===== src/rtl/step_wait_pkg.sv =====
package step_wait_pkg;

  // Channel indices of the operator inputs.
  localparam int CH_RUN  = 0;
  localparam int CH_STEP = 1;
  localparam int N_CH    = 2;

  // Conditioned operator strobes handed from datapath to control.
  typedef struct packed {
    logic runLvl;    // debounced Run/Stop level, 1 = Run
    logic stepRise;  // one-cycle pulse on a debounced Step low-to-high edge
  } condT;

endpackage


===== src/rtl/step_wait_deb.sv =====
module step_wait_deb #(
  parameter int DEB_CYCLES  = 40000,
  parameter int SYNC_STAGES = 2
) (
  input  logic clk,
  input  logic rst,
  input  logic rawIn,
  output logic levelOut
);
  localparam int CW = $clog2(DEB_CYCLES + 1);
  localparam logic [CW-1:0] LAST = CW'(DEB_CYCLES - 1);

  logic [SYNC_STAGES-1:0] syncQ;
  logic [CW-1:0]          quietCnt;
  logic                   syncLast;

  assign syncLast = syncQ[SYNC_STAGES-1];

  always_ff @(posedge clk) begin
    if (rst) begin
      syncQ    <= '0;
      quietCnt <= '0;
      levelOut <= 1'b0;
    end else begin
      syncQ <= {syncQ[SYNC_STAGES-2:0], rawIn};
      if (syncLast == levelOut) begin
        quietCnt <= '0;
      end else if (quietCnt == LAST) begin
        quietCnt <= '0;
        levelOut <= syncLast;
      end else begin
        quietCnt <= quietCnt + 1'b1;
      end
    end
  end

  // the accepted level only moves to what the synchroniser presented.
  p_level_from_sync_r8: assert property (@(posedge clk) disable iff (rst)
    !$stable(levelOut) |-> (levelOut == $past(syncLast)));

endmodule


===== src/rtl/step_wait_dp.sv =====
module step_wait_dp
  import step_wait_pkg::*;
#(
  parameter int DEB_CYCLES  = 40000,
  parameter int SYNC_STAGES = 2
) (
  input  logic            clk,
  input  logic            rst,
  input  logic [N_CH-1:0] rawIn,
  output condT            cond
);
  logic [N_CH-1:0] lvl;
  logic            stepLvlQ;

  for (genvar ch = 0; ch < N_CH; ch++) begin : g_chan
    step_wait_deb #(
      .DEB_CYCLES (DEB_CYCLES),
      .SYNC_STAGES(SYNC_STAGES)
    ) deb_i (
      .clk     (clk),
      .rst     (rst),
      .rawIn   (rawIn[ch]),
      .levelOut(lvl[ch])
    );
  end

  always_ff @(posedge clk) begin
    if (rst) stepLvlQ <= 1'b0;
    else     stepLvlQ <= lvl[CH_STEP];
  end

  assign cond.runLvl   = lvl[CH_RUN];
  assign cond.stepRise = lvl[CH_STEP] & ~stepLvlQ;

  // a step strobe is a single-cycle pulse.
  p_step_pulse_r3: assert property (@(posedge clk) disable iff (rst)
    cond.stepRise |=> !cond.stepRise);

endmodule


===== src/rtl/step_wait_ctl.sv =====
module step_wait_ctl
  import step_wait_pkg::*;
(
  input  logic clk,
  input  logic rst,
  input  condT cond,
  input  logic m1N,
  output logic waitN
);
  logic stepPending;
  logic grant;
  logic latchedRun;

  always_ff @(posedge clk) begin
    if (rst) begin
      stepPending <= 1'b0;
      grant       <= 1'b0;
      latchedRun  <= 1'b0;
    end else begin
      // Mode seen at the start of a fetch; sticky toward Run within a fetch.
      latchedRun <= m1N ? cond.runLvl : (latchedRun | cond.runLvl);

      if (m1N)                       grant <= 1'b0;
      else if (!grant && stepPending) grant <= 1'b1;

      if (cond.runLvl)                          stepPending <= 1'b0;
      else if (cond.stepRise)                   stepPending <= 1'b1;
      else if (!m1N && !grant && stepPending)   stepPending <= 1'b0;
    end
  end

  assign waitN = rst | m1N | cond.runLvl | latchedRun | grant;

  // wait only inside a fetch.
  p_wait_in_fetch_r1: assert property (@(posedge clk) disable iff (rst)
    m1N |-> waitN);

  // once released inside a fetch, never caught again in that fetch.
  p_no_rehold_r6: assert property (@(posedge clk) disable iff (rst)
    (!m1N && $past(!m1N) && $past(waitN)) |-> waitN);

  // every release is backed by a pending request.
  p_grant_backed_r4: assert property (@(posedge clk) disable iff (rst)
    $rose(grant) |-> $past(stepPending));

  // release is re-armed when the fetch ends.
  p_grant_rearm_r4: assert property (@(posedge clk) disable iff (rst)
    m1N |=> !grant);

  // no request survives Run mode.
  p_run_drops_step_r7: assert property (@(posedge clk) disable iff (rst)
    cond.runLvl |=> !stepPending);

  // reset clears pending and release state.
  p_reset_clear_r9: assert property (@(posedge clk)
    rst |=> (!stepPending && !grant));

  always_comb begin
    if (rst) p_reset_wait_high_r9: assert (waitN);
  end

endmodule


===== src/rtl/step_wait_ctrl.sv =====
module step_wait_ctrl
  import step_wait_pkg::*;
#(
  parameter int DEB_CYCLES  = 40000,
  parameter int SYNC_STAGES = 2
) (
  input  logic clk,
  input  logic rst,
  input  logic runSwRaw,
  input  logic stepRaw,
  input  logic m1N,
  output logic waitN
);
  condT            cond;
  logic [N_CH-1:0] rawIn;

  always_comb begin
    rawIn          = '0;
    rawIn[CH_RUN]  = runSwRaw;
    rawIn[CH_STEP] = stepRaw;
  end

  step_wait_dp #(
    .DEB_CYCLES (DEB_CYCLES),
    .SYNC_STAGES(SYNC_STAGES)
  ) dp_i (
    .clk  (clk),
    .rst  (rst),
    .rawIn(rawIn),
    .cond (cond)
  );

  step_wait_ctl ctl_i (
    .clk  (clk),
    .rst  (rst),
    .cond (cond),
    .m1N  (m1N),
    .waitN(waitN)
  );

endmodule


===== config.mk =====
export PLATFORM = sky130hd
export DESIGN_NAME = step_wait_ctrl
export DESIGN_NICKNAME = d
export VERILOG_FILES = /design/src/rtl/step_wait_pkg.sv /design/src/rtl/step_wait_deb.sv /design/src/rtl/step_wait_dp.sv /design/src/rtl/step_wait_ctl.sv /design/src/rtl/step_wait_ctrl.sv
export SDC_FILE = /design/constraint.sdc
export NUM_CORES = 1
export LEC_CHECK = 0
export ABC_CLOCK_PERIOD_IN_PS = 4000
export BUFFER_PORTS_ARGS = -buffer_cell sky130_fd_sc_hd__buf_2
export CAP_MARGIN = 15
export CORE_MARGIN = 2
export CORE_UTILIZATION = 45
export CTS_CLUSTER_DIAMETER = 150
export DETAILED_ROUTE_END_ITERATION = 16
export PLACE_DENSITY = 0.6
export SYNTH_ARGS = -nofsm -noshare
export SYNTH_HDL_FRONTEND = slang
export SYNTH_SLANG_ARGS = --single-unit

===== constraint.sdc =====
create_clock -name clk -period 4 [get_ports clk]
set_clock_uncertainty 0.05 [all_clocks]
set_input_delay 0.2 -clock clk [delete_from_list [all_inputs] [get_ports clk]]
set_output_delay 0.2 -clock clk [all_outputs]
set_load 0.05 [all_outputs]

# [Word level (Yosys, flattened, before mapping)]
# Index checks and enable logic that the tools add are counted.
[word_totals] register_bits=42 latch_bits=0 mem_bits_rw=0 romBits=0 input_bits=5 output_inout_bits=1 elab_cells=40 memories=0
[classes] n_addsub=2 mul=0 div=0 order_cmp=0 n_eq_ne=4 n_shift=0 mux=3 bitwise_logic=9 n_reduce_logical=12
[op_table] operator="16-bit by 1-bit adder with 16-bit output (second input constant)" count=2
[op_table] operator="16-bit == test (second input constant)" count=2
[op_table] operator="3-bit OR reduction" count=2
[op_table] operator="1-bit OR" count=5
[op_table] operator="2-bit AND reduction" count=2
[op_table] operator="2-bit OR reduction" count=2
[op_table] operator="1-bit logical AND" count=3
[op_table] operator="1-bit 2-to-1 mux" count=3
[op_table] operator="1-bit NOT" count=3
[op_table] operator="1-bit == test" count=2
[op_table] operator="1-bit zero test" count=2
[op_table] operator="2-bit nonzero test" count=1
[op_table] operator="1-bit bitwise AND" count=1

# [Longest topological paths before layout]
# Gate-level depths: netlist of run 1.
[logic_depth] ltp_word=5 depth_mapped=7 ltp_nobuf=5

# [Modules after synthesis]
# A second synthesis of run 1 with hierarchy kept.
[hier_totals] cells_unflattened=200 area_unflattened_um2=1864.3
[modules_own_cells] mod="step_wait_deb at dp_i.g_chan[0].deb_i" instances=1 cells_per_inst=92 area_per_inst_um2=859.6 seq_area_each_um2=380.4
[modules_own_cells] mod="step_wait_deb at dp_i.g_chan[1].deb_i" instances=1 cells_per_inst=91 area_per_inst_um2=833.3 seq_area_each_um2=380.4
[modules_own_cells] mod="step_wait_ctl" instances=1 cells_per_inst=13 area_per_inst_um2=116.4 seq_area_each_um2=60.1
[modules_own_cells] mod="step_wait_dp" instances=1 cells_per_inst=4 area_per_inst_um2=55.1 seq_area_each_um2=20.0

# [Worst setup path after synthesis of run 1]
# No wires, ideal clock.
[synth_timing] kind="reg-to-reg" from="register dp_i.g_chan[0].deb_i.quietCnt[6]" to="register dp_i.g_chan[0].deb_i.quietCnt[10]" setup_ps=115 t_arrival_ps=1572 required_ps=3835 path_slack_ps=2263 stages_incl_launch_ff=7 path_buffers=2 period_less_slack_ps=1737 cell_sequence="dfxtp_1 or4b_1 nor4_2 or3_1 buf_6 buf_6 nor2_1"
[synth_via] elab_chain_cells=2 word_cells_on_any_way=3 cone_classes="add/sub: 1; eq/ne: 1; reduce/logical: 1"
[synth_lines] item="start, declared" line="step_wait_deb.sv:14" rtl="logic [CW-1:0] quietCnt;"
[synth_lines] item="start signal, assigned" line="step_wait_deb.sv:32" rtl="quietCnt <= quietCnt + 1'b1;"
[synth_lines] item="branches (longest 2 deep; another with 16-bit by 1-bit adder with 16-bit output)"
# Several ways; the timed one is not identified.
# A chain may end at the register's enable or synchronous reset.

# [Worst setup path in the final report of run 1]
[layout_timing] from="register dp_i.g_chan[1].deb_i.quietCnt[3]" to="register dp_i.g_chan[1].deb_i.quietCnt[8]"
[layout_via] elab_chain_cells=2 word_cells_on_any_way=3 cone_classes="add/sub: 1; eq/ne: 1; reduce/logical: 1"
[layout_lines] item="start, declared" line="step_wait_deb.sv:14"
[layout_lines] item="start signal, assigned" line="step_wait_deb.sv:32"
[layout_lines] item="branches (longest 2 deep; another with 16-bit by 1-bit adder with 16-bit output)"
# Several ways; the timed one is not identified.

==> results of run 1 <==
worst register-to-register path, delay by kind of cell (launching register included):
kind / cells / cell delay, ns
DFF: 1 / 0.41
and+or+nand+nor: 3 / 0.71
AOI/OAI and AO/OA: 1 / 0.84
registers in the layout (all words and copies together) (netlist names):
| register | flops |
|---|---|
| ctl_i.grant | 1 |
| ctl_i.stepPending | 1 |
| dp_i.stepLvlQ | 1 |
| dp_i.g_chan.deb_i.levelOut | 2 |
| dp_i.g_chan.deb_i.syncQ | 4 |
| dp_i.g_chan.deb_i.quietCnt | 32 |
| ctl_i.latchedRun | 1 |
power by group through the flow:
stage | Clock (mW) | Combinational [mW] | Sequential (mW)
CTS | 0.290 | 0.0134 | 0.421
detailed placement | 0 | 0.0134 | 0.431
global route | 0.311 | 0.0146 | 0.422
global placement | 0 | 0.0127 | 0.431
finish | 0.282 | 0.0131 | 0.421
floorplan | 0 | 0.0102 | 0.431
synthesized netlist by cell type:
cell	n
clkbuf_1	1
nor3_1	8
nand3_1	11
nand2_1	8
mux2i_1	1
or3_1	2
ha_1	2
or4b_1	1
nor4b_1	1
o21ai_1	1
xnor2_1	26
a21oi_1	1
nand2b_1	1
nor4_1	10
or2_2	1
mux2_2	1
nor2b_1	6
nor2_1	44
nor4_2	1
xor2_1	4
dfxtp_1	42
buf_2	1
nand4_1	9
a21boi_0	1
buf_6	2
nand4b_1	1
inv_1	9
o21ai_0	1
kinds of logic (layout without fill, tap and decap cells):
kind of cell | count (synthesis) | in the layout | share of synthesized area
multiplexers | 2 | 2 | 0.0122
AND/OR/NAND/NOR | 104 | 104 | 0.293
XOR/XNOR | 30 | 30 | 0.150
AO/OA/AOI/OAI | 4 | 4 | 0.0129
adder cells (fa/ha/maj) | 2 | 2 | 0.0143
flip-flops | 42 | 42 | 0.481
buffers and inverters | 13 | 22 | 0.0372
metrics by stage:
stage                     utilization  instances  setup WS, ns  hold slack [ns]  cell area, um2
after CTS                       0.515        254          1.85           0.0499            1900
after floorplan                     -        197          2.26            0.229            1750
after global placement          0.489        246          1.97            0.359            1800
final                           0.515        254          1.83           0.0599            1900
after global routing            0.515        254          1.59           0.0553            1900
after detailed placement        0.489        246          1.85            0.366            1800
worst max-delay path by stage:
stage | cells past startpoint | slack, ns | end | from
final | 4 | 1.83 | dp_i.g_chan[1].deb_i.quietCnt[8] | dp_i.g_chan[1].deb_i.quietCnt[3]
after global placement | 5 | 1.97 | dp_i.g_chan[1].deb_i.quietCnt[13] | dp_i.g_chan[1].deb_i.quietCnt[0]
after floorplan | 6 | 2.26 | dp_i.g_chan[0].deb_i.quietCnt[10] | dp_i.g_chan[0].deb_i.quietCnt[6]
after detailed placement | 5 | 1.85 | dp_i.g_chan[1].deb_i.quietCnt[2] | dp_i.g_chan[1].deb_i.quietCnt[0]
after global routing | 4 | 1.59 | dp_i.g_chan[1].deb_i.quietCnt[8] | dp_i.g_chan[1].deb_i.quietCnt[3]
after CTS | 4 | 1.85 | dp_i.g_chan[1].deb_i.quietCnt[2] | dp_i.g_chan[1].deb_i.quietCnt[3]
per-layer routing:
metal / GRT usage / part of all wire
met2: 0.258 / 0.45
met4: 0.0791 / 0.021
met3: 0.0562 / 0.054
met1: 0.198 / 0.47
met5: 0 / 0
area by class of cell:
| class | instances | area, um2 | share of cell area |
|---|---|---|---|
| Clock buffer | 6 | 82.6 | 0.0435 |
| Sequential cell | 42 | 841 | 0.443 |
| Inverter | 9 | 33.8 | 0.0178 |
| Multi-Input combinational cell | 142 | 843 | 0.444 |
| Tap cell | 48 | 60.1 | 0.0316 |
| Timing Repair Buffer | 5 | 25.0 | 0.0132 |
| Clock inverter | 2 | 12.5 | 0.00659 |
==> flow_summary.yaml, run 1 <==
timing:
  fin_crit_ns: 2.17
  tns_ns: 0
  setup_viol: 0
  slew_headroom: 0.292
  fmax_mhz: 461
  slew_viol_final: 0
  rsz0062_at_grt: "false"
  tightestPinTransition_ns: 1.06
  hold_viol: 0
  post-route-period-util: 0.542
setup_path:
  path_cells: "nand3_1, or2_2, o21ai_1, nor2_1"
  path_class: "reg -> reg"
  worstReg2RegEnd: "dp_i.g_chan[1].deb_i.quietCnt[8]"
  r2r_slack_ns: 1.83
  startpoint_type: "flip-flop"
  crit_path_top_delay_cell: "o21ai_1"
  worst-r2r-cell-count: 4
  cp_max_fo: 16
  critPathMaxStageDelay_ns: 0.84
  r2r-start: "dp_i.g_chan[1].deb_i.quietCnt[3]"
  endpoint_kind: "flip-flop"
  crit_family: "compound AO/OA/AOI/OAI gates"
  critPathBufInv: 0
  critical_path_required_ns: 4.09
  cp_data_arrival_time_ns: 2.26
drt:
  drtIter0Drc: 113
  antenna_left: 0
  wl_per_cell_um: 11.8
  vias: 1304
  dr.pass1.iters: 4
  route.detailed.drc: 0
  vias_per_cell: 5.13
  finalWirelength_um: 3000
cts:
  postCtsHoldBufs: 0
  cts_resized: 0
  htree_levels: 2
  cts-root-buf: "clkbuf_8"
  cts_buffers: 5
  path_clk_slew_ns: 0.08
  cts_tree: "yes"
  cts.sinks: 42
  clk_latency_ns: 0.30
  post_cts_buffers: 0
  clock_path_buffers: 2
power_and_ir_drop:
  swShare: 0.214
  internal-power_mw: 0.563
  p_comb_frac: 0.018
  vdd_ir_drop_max_mv: 0.203
  p_switching_mw: 0.153
  power_mw: 0.716
  seqPwrFrac: 0.588
  powerDensity_nw_per_um2: 377
  p_leak_nw: 0.542
  pwr-share-clk: 0.393
floorplan:
  fp.dieW_um: 66.3
  rows: 22
  design.core.area_um2: 3690
  die_h_um: 66.3
  start_util: 0.474
  io_pins: 6
  dieArea_um2: 4400
job:
  drv_cap: 0
synthesis:
  yosys_warnings: 0
  synth_top_area_share: 0.481
  yosys_register_bits: 42
  ys_seq_area_frac: 0.481
  postSynthAreaPerCell_um2: 8.88
  synth_nets: 204
  syn_area_um2: 1750
  synth_largest_area_cell: "dfxtp_1"
  ys_types: 28
  syn_inst: 197
  synth_area_leaders: "dfxtp_1 48%, xnor2_1 13%, nor2_1 9.4%"
global_routing:
  overflow: 0
  grt_use_total: 0.164
  grt_pass1_wl_um: 5410
  grt_start_max_net_pins: 17
  antenna_found_initial: 0
  grt_pass1_vias: 1257
finish:
  nFillCells: 365
  drive_gt1_frac: 0.0777
  area_growth_pct: 8.51
  num-nets-final: 212
  final_cell_mix: "44 x nor2_1, 42 x dfxtp_1, 26 x xnor2_1"
  diodes: 0
  layout_commonest_cell: "nor2_1"
worst_hold_path:
  holdPathEnd: "dp_i.g_chan[1].deb_i.syncQ[0]"
  hold_class: "in -> reg"
  whs_path_depth: 2
  min_from: "stepRaw"
placement:
  place_congestion: 0.799
  hpwl_um: 2090
  portBuffers: 5
status:
  status: "finished clean"
Power figures use the tool's default switching activity.
==> run 2: changes to the inputs <==
Settings changed: ABC_AREA set to 1, ABC_CLOCK_PERIOD_IN_PS 4000 to 1800, PLACE_DENSITY 0.6 to 0.62.
Clock period 4 ns to 1.8 ns, I/O delays scaled along.
==> run 2 against run 1 <==
Compared with the run above:
- first-iteration DRC count shrank 44%
- cell area grew 17%
- largest power group unchanged
- cell count grew 36%
- utilization shrank 0.94 points
- highest routed layer unchanged
==> flow_summary.yaml, run 2 <==
synthesis:
  synth_common_cells: "57 x nand2_1, 50 x nor2_1, 42 x dfxtp_1"
  ys_seq_area_frac: 0.410
  synth_largest_area_cell: "dfxtp_1"
  yosys_register_bits: 42
  synth_nets: 289
  ys_types: 30
  synth_area_leaders: "dfxtp_1 41%, nand2_1 10%, nor2_1 9.1%"
  syn_area_um2: 2050
  synth_edf_count: 0
  syn_inst: 282
  postSynthAreaPerCell_um2: 7.28
  synth.most_common_cell: "nand2_1"
  yosys_warnings: 0
  synthArstFlopShare: 0
  yosys_most_used_dff: "dfxtp_1"
  synth_top_area_share: 0.410
setup_path:
  r2r_slack_ns: 0.37
  worstReg2RegEnd: "dp_i.g_chan[0].deb_i.quietCnt[7]"
  crit_path_top_delay_cell: "dfxtp_1"
  worst-r2r-cell-count: 6
  startpoint_type: "flip-flop"
  critPathMaxStageDelay_ns: 0.38
  cp_data_arrival_time_ns: 1.56
  crit_start: "dp_i.g_chan[0].deb_i.quietCnt[0]"
  path_cells: "ha_1, nand3_4, nor2_4, nand2_2, nand2_4, a21oi_1"
  endpoint_kind: "flip-flop"
  path_class: "reg -> reg"
  critical_path_required_ns: 1.92
  cp_max_fo: 15
  r2r-start: "dp_i.g_chan[0].deb_i.quietCnt[0]"
  crit_end: "dp_i.g_chan[0].deb_i.quietCnt[7]"
global_routing:
  grt_pass1_wl_um: 6450
  grt_start_max_net_pins: 17
  top_usage_layer: "met2"
  overflow: 0
  grt_pass1_vias: 1486
  met3_usage: 0.0436
  antenna_found_initial: 0
  grt_use_total: 0.156
  use_met2: 0.233
  gr-usage-met1: 0.217
placement:
  placed_cells: 336
  hpwl_um: 2520
  portBuffers: 5
  place_congestion: 0.789
floorplan:
  die_h_um: 71.5
  rows: 24
  io_pins: 6
  fp.dieW_um: 71.5
  start_util: 0.468
  design.core.area_um2: 4380
  dieArea_um2: 5120
power_and_ir_drop:
  p_leak_nw: 0.781
  powerDensity_nw_per_um2: 720
  vdd_ir_drop_max_mv: 0.560
  power_mw: 1.59
finish:
  nFillCells: 436
  largest_registers: "dp_i.g_chan.deb_i.quietCnt (32), dp_i.g_chan.deb_i.syncQ (4), dp_i.g_chan.deb_i.levelOut (2)"
  layout_commonest_cell: "nand2_1"
  multi_input_area_um2: 1010
  final_cell_mix: "57 x nand2_1, 50 x nor2_1, 42 x dfxtp_1"
  diodes: 0
  regMostFlops: "dp_i.g_chan.deb_i.quietCnt"
  largest_register_ffs: 32
  num-nets-final: 300
  drive_gt1_frac: 0.143
  fin_cells: 346
  area_growth_pct: 7.86
  regArea_um2: 841
drt:
  wl_per_cell_um: 9.81
  vias_per_cell: 4.65
  finalWirelength_um: 3400
  antenna_left: 0
  route.detailed.drc: 0
  drtIter0Drc: 63
  dr.pass1.iters: 4
  vias: 1609
timing:
  hold_viol: 0
  tightestPinTransition_ns: 0.251
  slew_viol_final: 0
  slew_headroom: 0.832
  tns_ns: 0
  hold_slack_ns: 0.0149
  fin_crit_ns: 1.43
  post-route-period-util: 0.797
  rsz0062_at_grt: "false"
  setup_viol: 0
  fmax_mhz: 697
worst_hold_path:
  min_from: "m1N"
  hold_class: "in -> reg"
cts:
  clock_path_buffers: 2
  post_cts_buffers: 0
  cts.sinks: 42
  cts-root-buf: "clkbuf_8"
  cts_resized: 0
  clk_latency_ns: 0.29
  cts_tree: "yes"
  cts_buffers: 5
  htree_levels: 2
  path_clk_slew_ns: 0.09
status:
  status: "finished clean"
job:
  drv_cap: 0
-- run 2: cell types whose count changed after synthesis, moves of 3 or more --
cell	change
xnor2_1	-19
nor4_1	-10
nor2b_1	-6
nand2_4	+3
inv_1	+32
nand3_1	+5
nor2_2	+15
nor3_1	-8
nor2_1	+6
nand2_1	+49
a21oi_1	+11
o21ai_0	+3
-- run 2: metal layers --
layer,wire length (um),up-vias
met5,0,-
met4,39,0
met3,104,5
met2,1460,20
met1,1790,694
li1,-,890
-- run 2: worst min-delay path by stage --
| stage | slack [ns] | depth (start not counted) | endpoint |
|---|---|---|---|
| 2_1_floorplan | 0.15 | 2 | dp_i.g_chan[0].deb_i.syncQ[0] |
| 3_3_place_gp | 0.24 | 3 | dp_i.g_chan[0].deb_i.syncQ[0] |
| 3_5_place_dp | 0.25 | 3 | dp_i.g_chan[0].deb_i.syncQ[0] |
| 4_1_cts | 0.007 | 4 | ctl_i.grant |
| 5_1_grt | 0.03 | 4 | ctl_i.grant |
| 6_report | 0.01 | 4 | ctl_i.grant |
-- run 2: stage by stage --
step            util  setup WS [ns]  instance area [um2]
4_1_cts        0.505          0.350                 2210
3_5_place_dp   0.479          0.359                 2100
2_1_floorplan      -          0.442                 2050
6_report       0.505          0.366                 2210
5_1_grt        0.505          0.241                 2210
3_3_place_gp   0.479          0.394                 2100
-- run 2: area by class of cell --
class,count,share of cell area
well taps,52,0.0294
clock inverters,3,0.0113
flip-flops and latches,42,0.380
inverters,42,0.0712
clock buffers,5,0.0311
repair buffers,7,0.0203
multi-input cells,195,0.457
-- run 2: logic make-up (layout without fill, tap and decap cells) --
family	Yosys count	after routing	synth area share
DFF	42	42	0.410
and+or+nand+nor	157	157	0.361
xor gates and xnor gates	13	13	0.0555
buffers and inverters	45	57	0.0975
adders and majority gates	2	2	0.0122
AOI/OAI and AO/OA	23	23	0.0640
-- run 2: critical path, delay by kind of cell, from the launching register on --
kind / cells / cell delay, ns
DFF: 1 / 0.38
and+or+nand+nor: 4 / 0.57
adders and majority gates: 1 / 0.24
AOI/OAI and AO/OA: 1 / 0.07
-- run 2: repair_timing --
item / in CTS / in global routing
endpoints found under the setup margin: 0 / 0
endpoints found under the hold margin: 2 / 0
hold buffers: 2 / 0
-- run 2: power by group --
part           leakage, nW  internal [mW]  switching, mW  total, mW
clock network       0.0447          0.280          0.341      0.621
logic                0.397         0.0131         0.0240     0.0371
registers            0.339          0.934        0.00258      0.936
total                0.781           1.23          0.367       1.59
==> run 3: changes to the inputs <==
Settings changed: ABC_CLOCK_PERIOD_IN_PS 1800 to 1200.
Clock period 1.8 ns to 1.2 ns, I/O delays scaled along.
==> run 3 against run 2 <==
Compared with the run above:
- non-clock buffer count is 31 higher
- sequential share of layout area is 6.3 points lower
- the flow now finishes with violations (setup timing)
- register-to-register slack worse by 0.41 ns
- sequential power is 49% higher
==> flow_summary.yaml, run 3 (synthesis results as in run 2) <==
global_routing:
  grt_pass1_vias: 1730
  grt_use_total: 0.183
  grt_pass1_wl_um: 7420
  grt_start_max_net_pins: 16
  overflow: 0
  antenna_found_initial: 0
floorplan:
  dieArea_um2: 5120
  io_pins: 6
  rows: 24
  design.core.area_um2: 4380
  start_util: 0.468
  fp.dieW_um: 71.5
  die_h_um: 71.5
cts:
  cts_buffers: 5
  path_clk_slew_ns: 0.09
  cts_tree: "yes"
  clock_path_buffers: 2
  cts-root-buf: "clkbuf_8"
  htree_levels: 2
  clk_latency_ns: 0.30
  cts.sinks: 42
timing:
  fmax_mhz: 803
  post-route-period-util: 1.04
  setup_viol: 22
  hold_slack_ns: 0.0530
  rsz0062_at_grt: "true"
  slew_viol_final: 0
  hold_viol: 0
  tightestPinTransition_ns: 0.324
  slew_headroom: 0.784
  finalWorstSetupSlack_ns: -0.0460
  fin_crit_ns: 1.25
finish:
  largest_register_ffs: 32
  regMostFlops: "dp_i.g_chan.deb_i.quietCnt"
  nFillCells: 371
  num-nets-final: 333
  diodes: 0
  drive_gt1_frac: 0.404
  layout_commonest_cell: "nand2_1"
  fin_cells: 379
  fin_area_um2: 2790
  area_growth_pct: 36.0
  largest_registers: "dp_i.g_chan.deb_i.quietCnt (32), dp_i.g_chan.deb_i.syncQ (4), dp_i.g_chan.deb_i.levelOut (2)"
  final_cell_mix: "50 x nand2_1, 38 x inv_1, 36 x nor2_1"
drt:
  antenna_left: 0
  finalWirelength_um: 4150
  vias: 1823
  wl_per_cell_um: 10.9
  dr.pass1.iters: 4
  vias_per_cell: 4.81
  route.detailed.drc: 0
  drtIter0Drc: 83
power_and_ir_drop:
  internal-power_mw: 1.85
  p_leak_nw: 1.03
  powerDensity_nw_per_um2: 872
  power_mw: 2.44
  p_switching_mw: 0.588
  vdd_ir_drop_max_mv: 0.710
  swShare: 0.241
  pwr-share-clk: 0.390
  seqPwrFrac: 0.571
  p_comb_frac: 0.038
setup_path:
  endpoint_kind: "flip-flop"
  startpoint_type: "flip-flop"
  cp_data_arrival_time_ns: 1.44
  critical_path_required_ns: 1.39
  cp_max_fo: 6
  path_class: "reg -> reg"
placement:
  portBuffers: 5
  dpl_cell_area_um2: 2330
  placed_cells: 361
  place_congestion: 0.790
  hpwl_um: 2790
status:
  status: "finished, violations left"
  violations: "setup timing"
job:
  drv_cap: 0
worst_hold_path:
  hold_class: "in -> reg"
## run 3: worst max-delay path, stage by stage (launching register included)
cell     delay (ns)
dfxtp_2        0.36
ha_4           0.15
nand3_4        0.10
nor2_4         0.21
nand2_4        0.08
o21ai_2        0.11
inv_1          0.05
nor2_1         0.08
## run 3: through the flow
stage               setup TNS [ns]  utilization  setup WS (ns)
floorplan                   -0.261            -        -0.0292
global placement            -0.968        0.531        -0.0720
detailed placement           -1.68        0.531        -0.0862
CTS                         -0.185        0.590        -0.0512
global route                 -2.89        0.637         -0.140
finish                      -0.639        0.637        -0.0460
## run 3: final timing paths
kind	startpoint	to	slack, ns	cells after the start
max reg2reg	dp_i.g_chan[0].deb_i.quietCnt[1]	dp_i.g_chan[0].deb_i.quietCnt[12]	-0.05	7
min reg2reg	dp_i.g_chan[1].deb_i.syncQ[0]	dp_i.g_chan[1].deb_i.syncQ[1]	0.35	2
max	dp_i.g_chan[0].deb_i.quietCnt[1]	dp_i.g_chan[0].deb_i.quietCnt[12]	-0.05	7
min	rst	dp_i.g_chan[0].deb_i.levelOut	0.05	4
## run 3: cell type report
class	instances	area [um2]	area share
repair buffers	38	307	0.110
multi-input cells	197	1280	0.460
well taps	52	65.1	0.0233
clock buffers	5	68.8	0.0247
flip-flops and latches	42	885	0.317
clock inverters	3	25.0	0.00896
inverters	42	158	0.0565
## run 3: power by group through the flow
| stage | combinational [mW] | sequential (mW) | clock, mW |
|---|---|---|---|
| final | 0.0929 | 1.39 | 0.951 |
| after global placement | 0.0556 | 1.44 | 0 |
| after CTS | 0.0801 | 1.40 | 0.988 |
| after global routing | 0.101 | 1.39 | 1.04 |
| after floorplan | 0.0454 | 1.44 | 0 |
| after detailed placement | 0.0567 | 1.44 | 0 |
## run 3: what timing repair did
action | 4_1_cts | 5_1_grt
endpoints found under the hold margin | 4 | 1
gates cloned | 2 | 0
gates resized for setup | 27 | 61
hold buffers | 5 | 1
setup endpoints to repair | 33 | 36
setup buffers | 0 | 3
pin swaps | 6 | 16
## run 3: routing by layer
layer / track usage / part of all wire / vias up / routed length, um
met5: 0 / 0 / - / 0
met4: 0.0650 / 0.015 / 0 / 61
met3: 0.0464 / 0.049 / 7 / 205
met2: 0.293 / 0.45 / 34 / 1890
met1: 0.239 / 0.48 / 818 / 1990
li1: - / - / 964 / -
